===== config.mk =====
export PLATFORM = sky130hd
export DESIGN_NAME = dtimer_chan
export DESIGN_NICKNAME = d
export VERILOG_FILES = /design/src/rtl/dtimer_pkg.sv /design/src/rtl/dtimer_prescale.sv /design/src/rtl/dtimer_down_counter.sv /design/src/rtl/dtimer_chan.sv
export SDC_FILE = /design/constraint.sdc
export NUM_CORES = 1
export LEC_CHECK = 0
export BUFFER_PORTS_ARGS = -buffer_cell sky130_fd_sc_hd__buf_4
export CELL_PAD_IN_SITES_DETAIL_PLACEMENT = 0
export CELL_PAD_IN_SITES_GLOBAL_PLACEMENT = 2
export CORE_MARGIN = 3
export CORE_UTILIZATION = 34
export DETAILED_ROUTE_END_ITERATION = 10
export PLACE_DENSITY_LB_ADDON = 0.1
export SLEW_MARGIN = 30
export SYNTH_ARGS = -nofsm -noshare
export SYNTH_HDL_FRONTEND = slang
export SYNTH_HIERARCHICAL = 1
export SYNTH_SLANG_ARGS = --single-unit

===== constraint.sdc =====
create_clock -name clk -period 6.9 [get_ports clk]
set_clock_uncertainty 0.1 [all_clocks]
set_input_delay 1.38 -clock clk [delete_from_list [all_inputs] [get_ports clk]]
set_output_delay 1.38 -clock clk [all_outputs]
set_load 0.005 [all_outputs]

===== src/rtl/dtimer_pkg.sv =====
package dtimer_pkg;

  localparam int unsigned REG_AW = 5;
  localparam int unsigned DATA_W = 32;

  localparam logic [REG_AW-1:0] OFS_LOAD   = 5'h00;
  localparam logic [REG_AW-1:0] OFS_COUNT  = 5'h04;
  localparam logic [REG_AW-1:0] OFS_CTRL   = 5'h08;
  localparam logic [REG_AW-1:0] OFS_CLEAR  = 5'h0C;
  localparam logic [REG_AW-1:0] OFS_RAW    = 5'h10;
  localparam logic [REG_AW-1:0] OFS_MASKED = 5'h14;
  localparam logic [REG_AW-1:0] OFS_BGLOAD = 5'h18;

  typedef enum logic [1:0] {
    RUN_FREE     = 2'd0,
    RUN_PERIODIC = 2'd1,
    RUN_ONESHOT  = 2'd2
  } run_mode_e;

  // bit 7 down to bit 0
  typedef struct packed {
    logic       enable;
    logic       periodic;
    logic       irq_en;
    logic       spare;
    logic [1:0] prescale;
    logic       wide;
    logic       oneshot;
  } ctrl_t;

  function automatic run_mode_e decode_mode(ctrl_t c);
    if (c.oneshot)       return RUN_ONESHOT;
    else if (c.periodic) return RUN_PERIODIC;
    else                 return RUN_FREE;
  endfunction

endpackage


===== src/rtl/dtimer_prescale.sv =====
module dtimer_prescale #(
  parameter int unsigned PRE_W   = 8,
  parameter int unsigned LOG_MID = 4,
  parameter int unsigned LOG_TOP = 8
) (
  input  logic       clk,
  input  logic       rst_n,
  input  logic       run,
  input  logic       tick_en,
  input  logic       restart,
  input  logic [1:0] sel,
  output logic       step
);

  localparam logic [PRE_W-1:0] TERM_ONE = '0;
  localparam logic [PRE_W-1:0] TERM_MID = PRE_W'((1 << LOG_MID) - 1);
  localparam logic [PRE_W-1:0] TERM_TOP = PRE_W'((1 << LOG_TOP) - 1);

  logic [PRE_W-1:0] phase_q, phase_d;
  logic [PRE_W-1:0] term;
  logic             hit;

  always_comb begin
    case (sel)
      2'd1:    term = TERM_MID;
      2'd2:    term = TERM_TOP;
      default: term = TERM_ONE;
    endcase
  end

  assign hit  = run && tick_en && (phase_q == term);
  assign step = hit && !restart;

  always_comb begin
    phase_d = phase_q;
    if (restart)              phase_d = '0;
    else if (run && tick_en)  phase_d = hit ? '0 : phase_q + 1'b1;
  end

  always_ff @(posedge clk or negedge rst_n) begin
    if (!rst_n) phase_q <= '0;
    else        phase_q <= phase_d;
  end

  // a step needs enable and a tick
  p_step_gated_r9: assert property (@(posedge clk) disable iff (!rst_n)
    step |-> (run && tick_en));

  // no step on a control write, phase restarts
  p_restart_r10: assert property (@(posedge clk) disable iff (!rst_n)
    restart |=> (phase_q == '0));

endmodule


===== src/rtl/dtimer_down_counter.sv =====
module dtimer_down_counter
  import dtimer_pkg::*;
#(
  parameter int unsigned CNT_W    = 32,
  parameter int unsigned NARROW_W = 16
) (
  input  logic             clk,
  input  logic             rst_n,
  input  logic             step,
  input  logic             ld_now,
  input  logic [CNT_W-1:0] ld_val,
  input  logic [CNT_W-1:0] reload_val,
  input  logic             wide,
  input  run_mode_e        mode,
  output logic [CNT_W-1:0] cnt_view,
  output logic             expire
);

  localparam logic [CNT_W-1:0] NARROW_MASK = {{(CNT_W-NARROW_W){1'b0}}, {NARROW_W{1'b1}}};
  localparam logic [CNT_W-1:0] ONE         = CNT_W'(1);

  logic [CNT_W-1:0] cnt_q, cnt_d;
  logic [CNT_W-1:0] full_scale;

  assign cnt_view   = wide ? cnt_q : (cnt_q & NARROW_MASK);
  assign full_scale = wide ? '1 : NARROW_MASK;
  assign expire     = step && !ld_now && (cnt_view == ONE);

  always_comb begin
    cnt_d = cnt_q;
    if (ld_now) begin
      cnt_d = ld_val;
    end else if (step) begin
      if (cnt_view != '0) begin
        cnt_d = cnt_view - ONE;
      end else begin
        case (mode)
          RUN_PERIODIC: cnt_d = reload_val;
          RUN_FREE:     cnt_d = full_scale;
          default:      cnt_d = cnt_view;
        endcase
      end
    end
  end

  always_ff @(posedge clk or negedge rst_n) begin
    if (!rst_n) cnt_q <= '0;
    else        cnt_q <= cnt_d;
  end

  // load write replaces the count, winning over a step
  p_load_now_r3: assert property (@(posedge clk) disable iff (!rst_n)
    ld_now |=> (cnt_q == $past(ld_val)));

  // one-shot holds at zero
  p_oneshot_hold_r8: assert property (@(posedge clk) disable iff (!rst_n)
    (step && !ld_now && mode == RUN_ONESHOT && cnt_view == '0) |=> (cnt_view == '0));

  // count is frozen without a step or load
  p_hold_r9: assert property (@(posedge clk) disable iff (!rst_n)
    (!step && !ld_now) |=> $stable(cnt_q));

endmodule


===== src/rtl/dtimer_chan.sv =====
module dtimer_chan
  import dtimer_pkg::*;
#(
  parameter int unsigned PRE_W = 8
) (
  input  logic              clk,
  input  logic              rst_n,
  input  logic              tick_en,
  input  logic              reg_wr,
  input  logic [REG_AW-1:0] reg_addr,
  input  logic [DATA_W-1:0] reg_wdata,
  output logic [DATA_W-1:0] reg_rdata,
  output logic              irq
);

  localparam ctrl_t CTRL_RESET = '{irq_en: 1'b1, default: '0};

  // reset: asserted asynchronously, released on the clock
  logic [1:0] rst_sync_q;
  logic       rst_int_n;

  always_ff @(posedge clk or negedge rst_n) begin
    if (!rst_n) rst_sync_q <= 2'b00;
    else        rst_sync_q <= {rst_sync_q[0], 1'b1};
  end
  assign rst_int_n = rst_sync_q[1];

  ctrl_t             ctrl_q, ctrl_d;
  logic [DATA_W-1:0] load_q, load_d;
  logic              raw_q, raw_d;

  logic wr_load, wr_bg, wr_ctrl, wr_clear;
  logic step, expire;
  logic [DATA_W-1:0] cnt_view;
  run_mode_e mode;

  assign wr_load  = reg_wr && (reg_addr == OFS_LOAD);
  assign wr_bg    = reg_wr && (reg_addr == OFS_BGLOAD);
  assign wr_ctrl  = reg_wr && (reg_addr == OFS_CTRL);
  assign wr_clear = reg_wr && (reg_addr == OFS_CLEAR);
  assign mode     = decode_mode(ctrl_q);

  always_comb begin
    ctrl_d = ctrl_q;
    load_d = load_q;
    if (wr_ctrl)          ctrl_d = ctrl_t'(reg_wdata[7:0]);
    if (wr_load || wr_bg) load_d = reg_wdata;
  end

  always_comb begin
    raw_d = raw_q;
    if (expire)        raw_d = 1'b1;
    else if (wr_clear) raw_d = 1'b0;
  end

  always_ff @(posedge clk or negedge rst_int_n) begin
    if (!rst_int_n) begin
      ctrl_q <= CTRL_RESET;
      load_q <= '0;
      raw_q  <= 1'b0;
    end else begin
      ctrl_q <= ctrl_d;
      load_q <= load_d;
      raw_q  <= raw_d;
    end
  end

  dtimer_prescale #(.PRE_W(PRE_W), .LOG_MID(4), .LOG_TOP(8)) u_prescale (
    .clk     (clk),
    .rst_n   (rst_int_n),
    .run     (ctrl_q.enable),
    .tick_en (tick_en),
    .restart (wr_ctrl),
    .sel     (ctrl_q.prescale),
    .step    (step)
  );

  dtimer_down_counter #(.CNT_W(DATA_W), .NARROW_W(16)) u_counter (
    .clk        (clk),
    .rst_n      (rst_int_n),
    .step       (step),
    .ld_now     (wr_load),
    .ld_val     (reg_wdata),
    .reload_val (load_q),
    .wide       (ctrl_q.wide),
    .mode       (mode),
    .cnt_view   (cnt_view),
    .expire     (expire)
  );

  always_comb begin
    case (reg_addr)
      OFS_LOAD, OFS_BGLOAD: reg_rdata = load_q;
      OFS_COUNT:            reg_rdata = cnt_view;
      OFS_CTRL:             reg_rdata = {{(DATA_W-8){1'b0}}, ctrl_q};
      OFS_RAW:              reg_rdata = {{(DATA_W-1){1'b0}}, raw_q};
      OFS_MASKED:           reg_rdata = {{(DATA_W-1){1'b0}}, raw_q && ctrl_q.irq_en};
      default:              reg_rdata = '0;
    endcase
  end

  assign irq = raw_q && ctrl_q.irq_en;

  // expiry sets the raw flag
  p_expire_sets_r6: assert property (@(posedge clk) disable iff (!rst_int_n)
    expire |=> raw_q);

  // clear without expiry drops the flag
  p_clear_r12: assert property (@(posedge clk) disable iff (!rst_int_n)
    (wr_clear && !expire) |=> !raw_q);

  // background store keeps the count
  p_bg_keeps_count_r4: assert property (@(posedge clk) disable iff (!rst_int_n)
    (wr_bg && !step) |=> $stable(cnt_view));

  // irq never rises with interrupts disabled
  p_irq_gated_r13: assert property (@(posedge clk) disable iff (!rst_int_n)
    irq |-> ctrl_q.irq_en);

endmodule


==> metrics.log <==
[metrics] via count normalized by instance count: just under 6
[metrics] post-synthesis simple-gate area fraction: approximately 18%
[metrics] largest family of logic cells by synthesized area: compound AO/OA/AOI/OAI gates
[metrics] cell-internal power: approximately 1.3 mW
[metrics] average instance area after synthesis: 9.276 sq um
[metrics] Critical Path End Type: output port
[metrics] Max clock buf depth: 2
[metrics] Final Power: 2.106 mW
[metrics] num rows: 47
[metrics] Hold-fix buffers, CTS: 0
[metrics] data required time at the worst endpoint: 5420 ps
[metrics] compound-gate portion of the synthesized area: 24.29%
[metrics] root buffer cell: sky130_fd_sc_hd__clkbuf_16
[metrics] Critical Setup Path Class: in2out
[metrics] adder-cell share of the synthesized area: 0.8591%
[metrics] Mapped Cells: between 600 and 700
[metrics] maximum number of pins on one net before global-route repair: 52
[metrics] half-perimeter wire length of the detailed placement result: about 13,000 um
[metrics] Core Region: roughly 0.017 sq mm
[metrics] number of DRC markers in iteration 0: 387
[metrics] fraction of layout cells with a size suffix above 1: 18.11%
[metrics] quantity of I/O buffers inserted on ports: between 70 and 80
[metrics] synthesized net count: ~670
[metrics] part of the total power dissipated in sequential elements: 40.9%
[metrics] number of global-route vias before repair: 5,152
[metrics] power density normalized to cell area: 311.3 mW/mm^2
[metrics] portion of the clock cycle consumed by the worst path in the final layout: 64.48%
[metrics] final-report hold violation count: 0
[metrics] CTS sink cnt: 83
[metrics] number of antenna violations at the first check in global routing: 0
[metrics] clock-pin transition on the worst setup and hold timing paths: about 70 ps
[metrics] post-cts gate resize count: 0
[metrics] total number of vias: 5,128
[metrics] register area share after synthesis: 35.67%
[metrics] Max H-tree Level: 3
[metrics] Static Leak: between 2 and 3 nW
[metrics] most frequent standard cell in the layout excluding fill and tap cells: sky130_fd_sc_hd__buf_4
[metrics] result of the run: finished clean
[metrics] width of the die: around 140 um
[metrics] area taken by multi-input logic gates: approximately 0.0033 sq mm
[metrics] flop and latch count out of synthesis: 83
[metrics] initial core utilization: 34.88%
[metrics] total congestion overflow: 0
[metrics] Die Area: 0.01874 sq mm
[metrics] I/O Pins: 74
[metrics] Slew Limit Fails: 0
[metrics] 1st-pass router iterations: 5
[metrics] number of buffers created by CTS: 9
[metrics] warning count from the yosys run: 6
[metrics] post-synthesis share of cell area spent on xor and xnor gates: about 3.3%
[metrics] overall routed net length: 19,060 um
[metrics] Die Ht: 136.9 um
[metrics] highest-count cells in the layout ignoring fill and taps: sky130_fd_sc_hd__buf_4 (88), sky130_fd_sc_hd__dfrtp_1 (81), sky130_fd_sc_hd__mux2_1 (41), sky130_fd_sc_hd__a21oi_1 (41), sky130_fd_sc_hd__nand2_1 (32)
[metrics] CTS tree: built
[metrics] Synth async-reset ratio: 100.0%
[metrics] first-pass GRT wire length: around 30,000 um
[metrics] Setup Viol. Count Final: 0
[metrics] count of antenna-violating nets left after detailed routing: 0
[metrics] transition at the pin with the smallest max-transition slack: 921.3 ps
[metrics] Worst EP arrival: 2970 ps
[metrics] number of flops mapped to enable cells by yosys: 0
[metrics] min-delay worst type: reg2async
[metrics] post-synthesis instance area: 0.005826 sq mm
[metrics] Filler Cell Count: 1,720
[metrics] Worst Setup Start Kind: input pin
[metrics] maximum fanout along the worst path: 24
[metrics] mux contribution to synthesized area: under 10%
[metrics] Fmax: 224.8 MHz
[metrics] area grow syn2layout: 16.13%
[metrics] crit path time final: 4449 ps
[metrics] clock share of power: 26.8%
[metrics] global routing usage summed across all routing layers: 20.83%
[metrics] part of the power in combinational logic: 32.3%
[metrics] RSZ-0062 raised after global routing: no
[metrics] insertion delay to the later sink of the worst-skew pair: 350 ps
[metrics] sw frac: 38.46%
[metrics] number of nets in the final layout: about 710
[metrics] average wire per standard cell: approximately 21 um
[metrics] commonest register cell after synthesis: sky130_fd_sc_hd__dfrtp_1
[metrics] Post-CTS Repair Setup Buffers: 0
[metrics] post-detailed-route DRC marker count: 0
[metrics] number of antenna diodes: 0
[metrics] final weighted congestion in routability-driven placement: 0.8230
[metrics] Max-cap violations: 0
[metrics] Rel. slew slack: 38.43%
[metrics] total net switching power: about 800 uW
[metrics] storage element area: ~0.0021 sq mm
[metrics] final total negative setup slack: 0 ps
[metrics] worst IR drop on VDD: 0.0001576 V
[metrics] Cell variety after synth: 70
## logic make-up after synthesis
family | after synthesis
xor gates and xnor gates | 22
and+or+nand+nor | 184
AOI/OAI and AO/OA | 190
other | 1
DFF | 83
buffers and inverters | 94
adders and majority gates | 4
muxes | 50
## registers in the layout, summed over array words and instances (netlist names)
signal	cells
load_q	32
u_counter/cnt_q	32
ctrl_q	8
u_prescale/phase_q	8
rst_sync_q	2
raw_q	1
## stage by stage
| stage | std cells | worst slack [ps] | cell area (sq um) | util [%] | hold slack [ps] |
|---|---|---|---|---|---|
| 3_3_place_gp | 871 | 2178 | 6404 | 38.34 | 191.6 |
| 5_1_grt | 888 | 2326 | 6765 | 40.51 | 211.8 |
| 3_5_place_dp | 872 | 2364 | 6411 | 38.39 | 190.9 |
| 6_report | 888 | 2451 | 6765 | 40.51 | 162.9 |
| 4_1_cts | 888 | 2454 | 6759 | 40.47 | 197.5 |
| 2_1_floorplan | 628 | 3050 | 5826 | - | 231.2 |
## worst paths after layout
check / from / depth (start not counted) / end / slack, ps
worst max-delay path: reg_addr[3] / 6 / reg_rdata[17] / 2450
worst max register to register: ctrl_q[2] / 11 / u_counter/cnt_q[15] / 3380
max in group asynchronous: rst_sync_q[1] / 1 / load_q[31] / 5490
worst min register to register: rst_sync_q[1] / 0 / u_counter/cnt_q[8] / 160
worst min-delay path: rst_sync_q[1] / 0 / u_counter/cnt_q[8] / 160
min in group clk: rst_sync_q[0] / 0 / rst_sync_q[1] / 250
## power groups by stage
| stage | registers [mW] | logic [mW] | clock network, mW |
|---|---|---|---|
| detailed placement | 0.866 | 0.676 | 0 |
| floorplan | 0.779 | 0.573 | 0 |
| global route | 0.888 | 0.753 | 0.602 |
| CTS | 0.858 | 0.682 | 0.577 |
| global placement | 0.868 | 0.667 | 0 |
| finish | 0.861 | 0.680 | 0.565 |
## worst max-delay path, stage by stage
cell	delay, ps
sky130_fd_sc_hd__buf_4	140
sky130_fd_sc_hd__nor4_2	580
sky130_fd_sc_hd__and2_1	210
sky130_fd_sc_hd__buf_4	320
sky130_fd_sc_hd__a22o_1	210
sky130_fd_sc_hd__buf_4	110
## cell usage after synthesis (4+ instances only)
cell	count	area, sq um
sky130_fd_sc_hd__o22ai_1	9	56.30
sky130_fd_sc_hd__ha_1	4	50.05
sky130_fd_sc_hd__o21ai_1	5	25.02
sky130_fd_sc_hd__nand3_1	10	50.05
sky130_fd_sc_hd__o31ai_1	10	75.07
sky130_fd_sc_hd__mux2_1	41	461.7
sky130_fd_sc_hd__nor4_1	13	81.33
sky130_fd_sc_hd__nor3b_1	5	37.54
sky130_fd_sc_hd__buf_6	8	90.09
sky130_fd_sc_hd__nand2_1	32	120.1
sky130_fd_sc_hd__buf_2	4	20.02
sky130_fd_sc_hd__a22o_1	31	271.5
sky130_fd_sc_hd__inv_1	30	112.6
sky130_fd_sc_hd__buf_4	18	135.1
sky130_fd_sc_hd__dfrtp_1	82	2052
sky130_fd_sc_hd__xor2_1	11	96.34
sky130_fd_sc_hd__a31oi_1	5	31.28
sky130_fd_sc_hd__nand4_1	7	43.79
sky130_fd_sc_hd__a221oi_1	8	70.07
sky130_fd_sc_hd__a21o_1	16	120.1
sky130_fd_sc_hd__or3_1	4	25.02
sky130_fd_sc_hd__nor3_1	16	80.08
sky130_fd_sc_hd__and2_1	19	118.9
sky130_fd_sc_hd__o21ai_0	15	75.07
sky130_fd_sc_hd__xnor2_1	11	96.34
sky130_fd_sc_hd__or4_1	6	45.04
sky130_fd_sc_hd__a21oi_1	41	205.2
sky130_fd_sc_hd__nor2b_1	7	43.79
sky130_fd_sc_hd__o211ai_1	7	52.55
sky130_fd_sc_hd__a221o_1	9	90.09
sky130_fd_sc_hd__nor2_1	25	93.84
sky130_fd_sc_hd__o31a_1	5	43.79
sky130_fd_sc_hd__clkbuf_1	33	123.9
sky130_fd_sc_hd__and3_1	20	125.1
sky130_fd_sc_hd__mux2i_1	9	90.09
## final cells by class
type                    instances  share of cell area (%)
flip-flops and latches         83                   30.77
multi-input cells             451                   48.59
clock buffers                  13                   4.143
repair buffers                 88                   9.765
clock inverters                 3                  0.9987
well taps                     220                   4.069
inverters                      30                   1.665
## per-layer routing
metal	share of wire [%]	GRT usage, %
met1	47	29.27
met2	47	33.32
met3	4.1	3.346
met4	1.5	5.765
met5	0	0
Power figures use the tool's default switching activity.
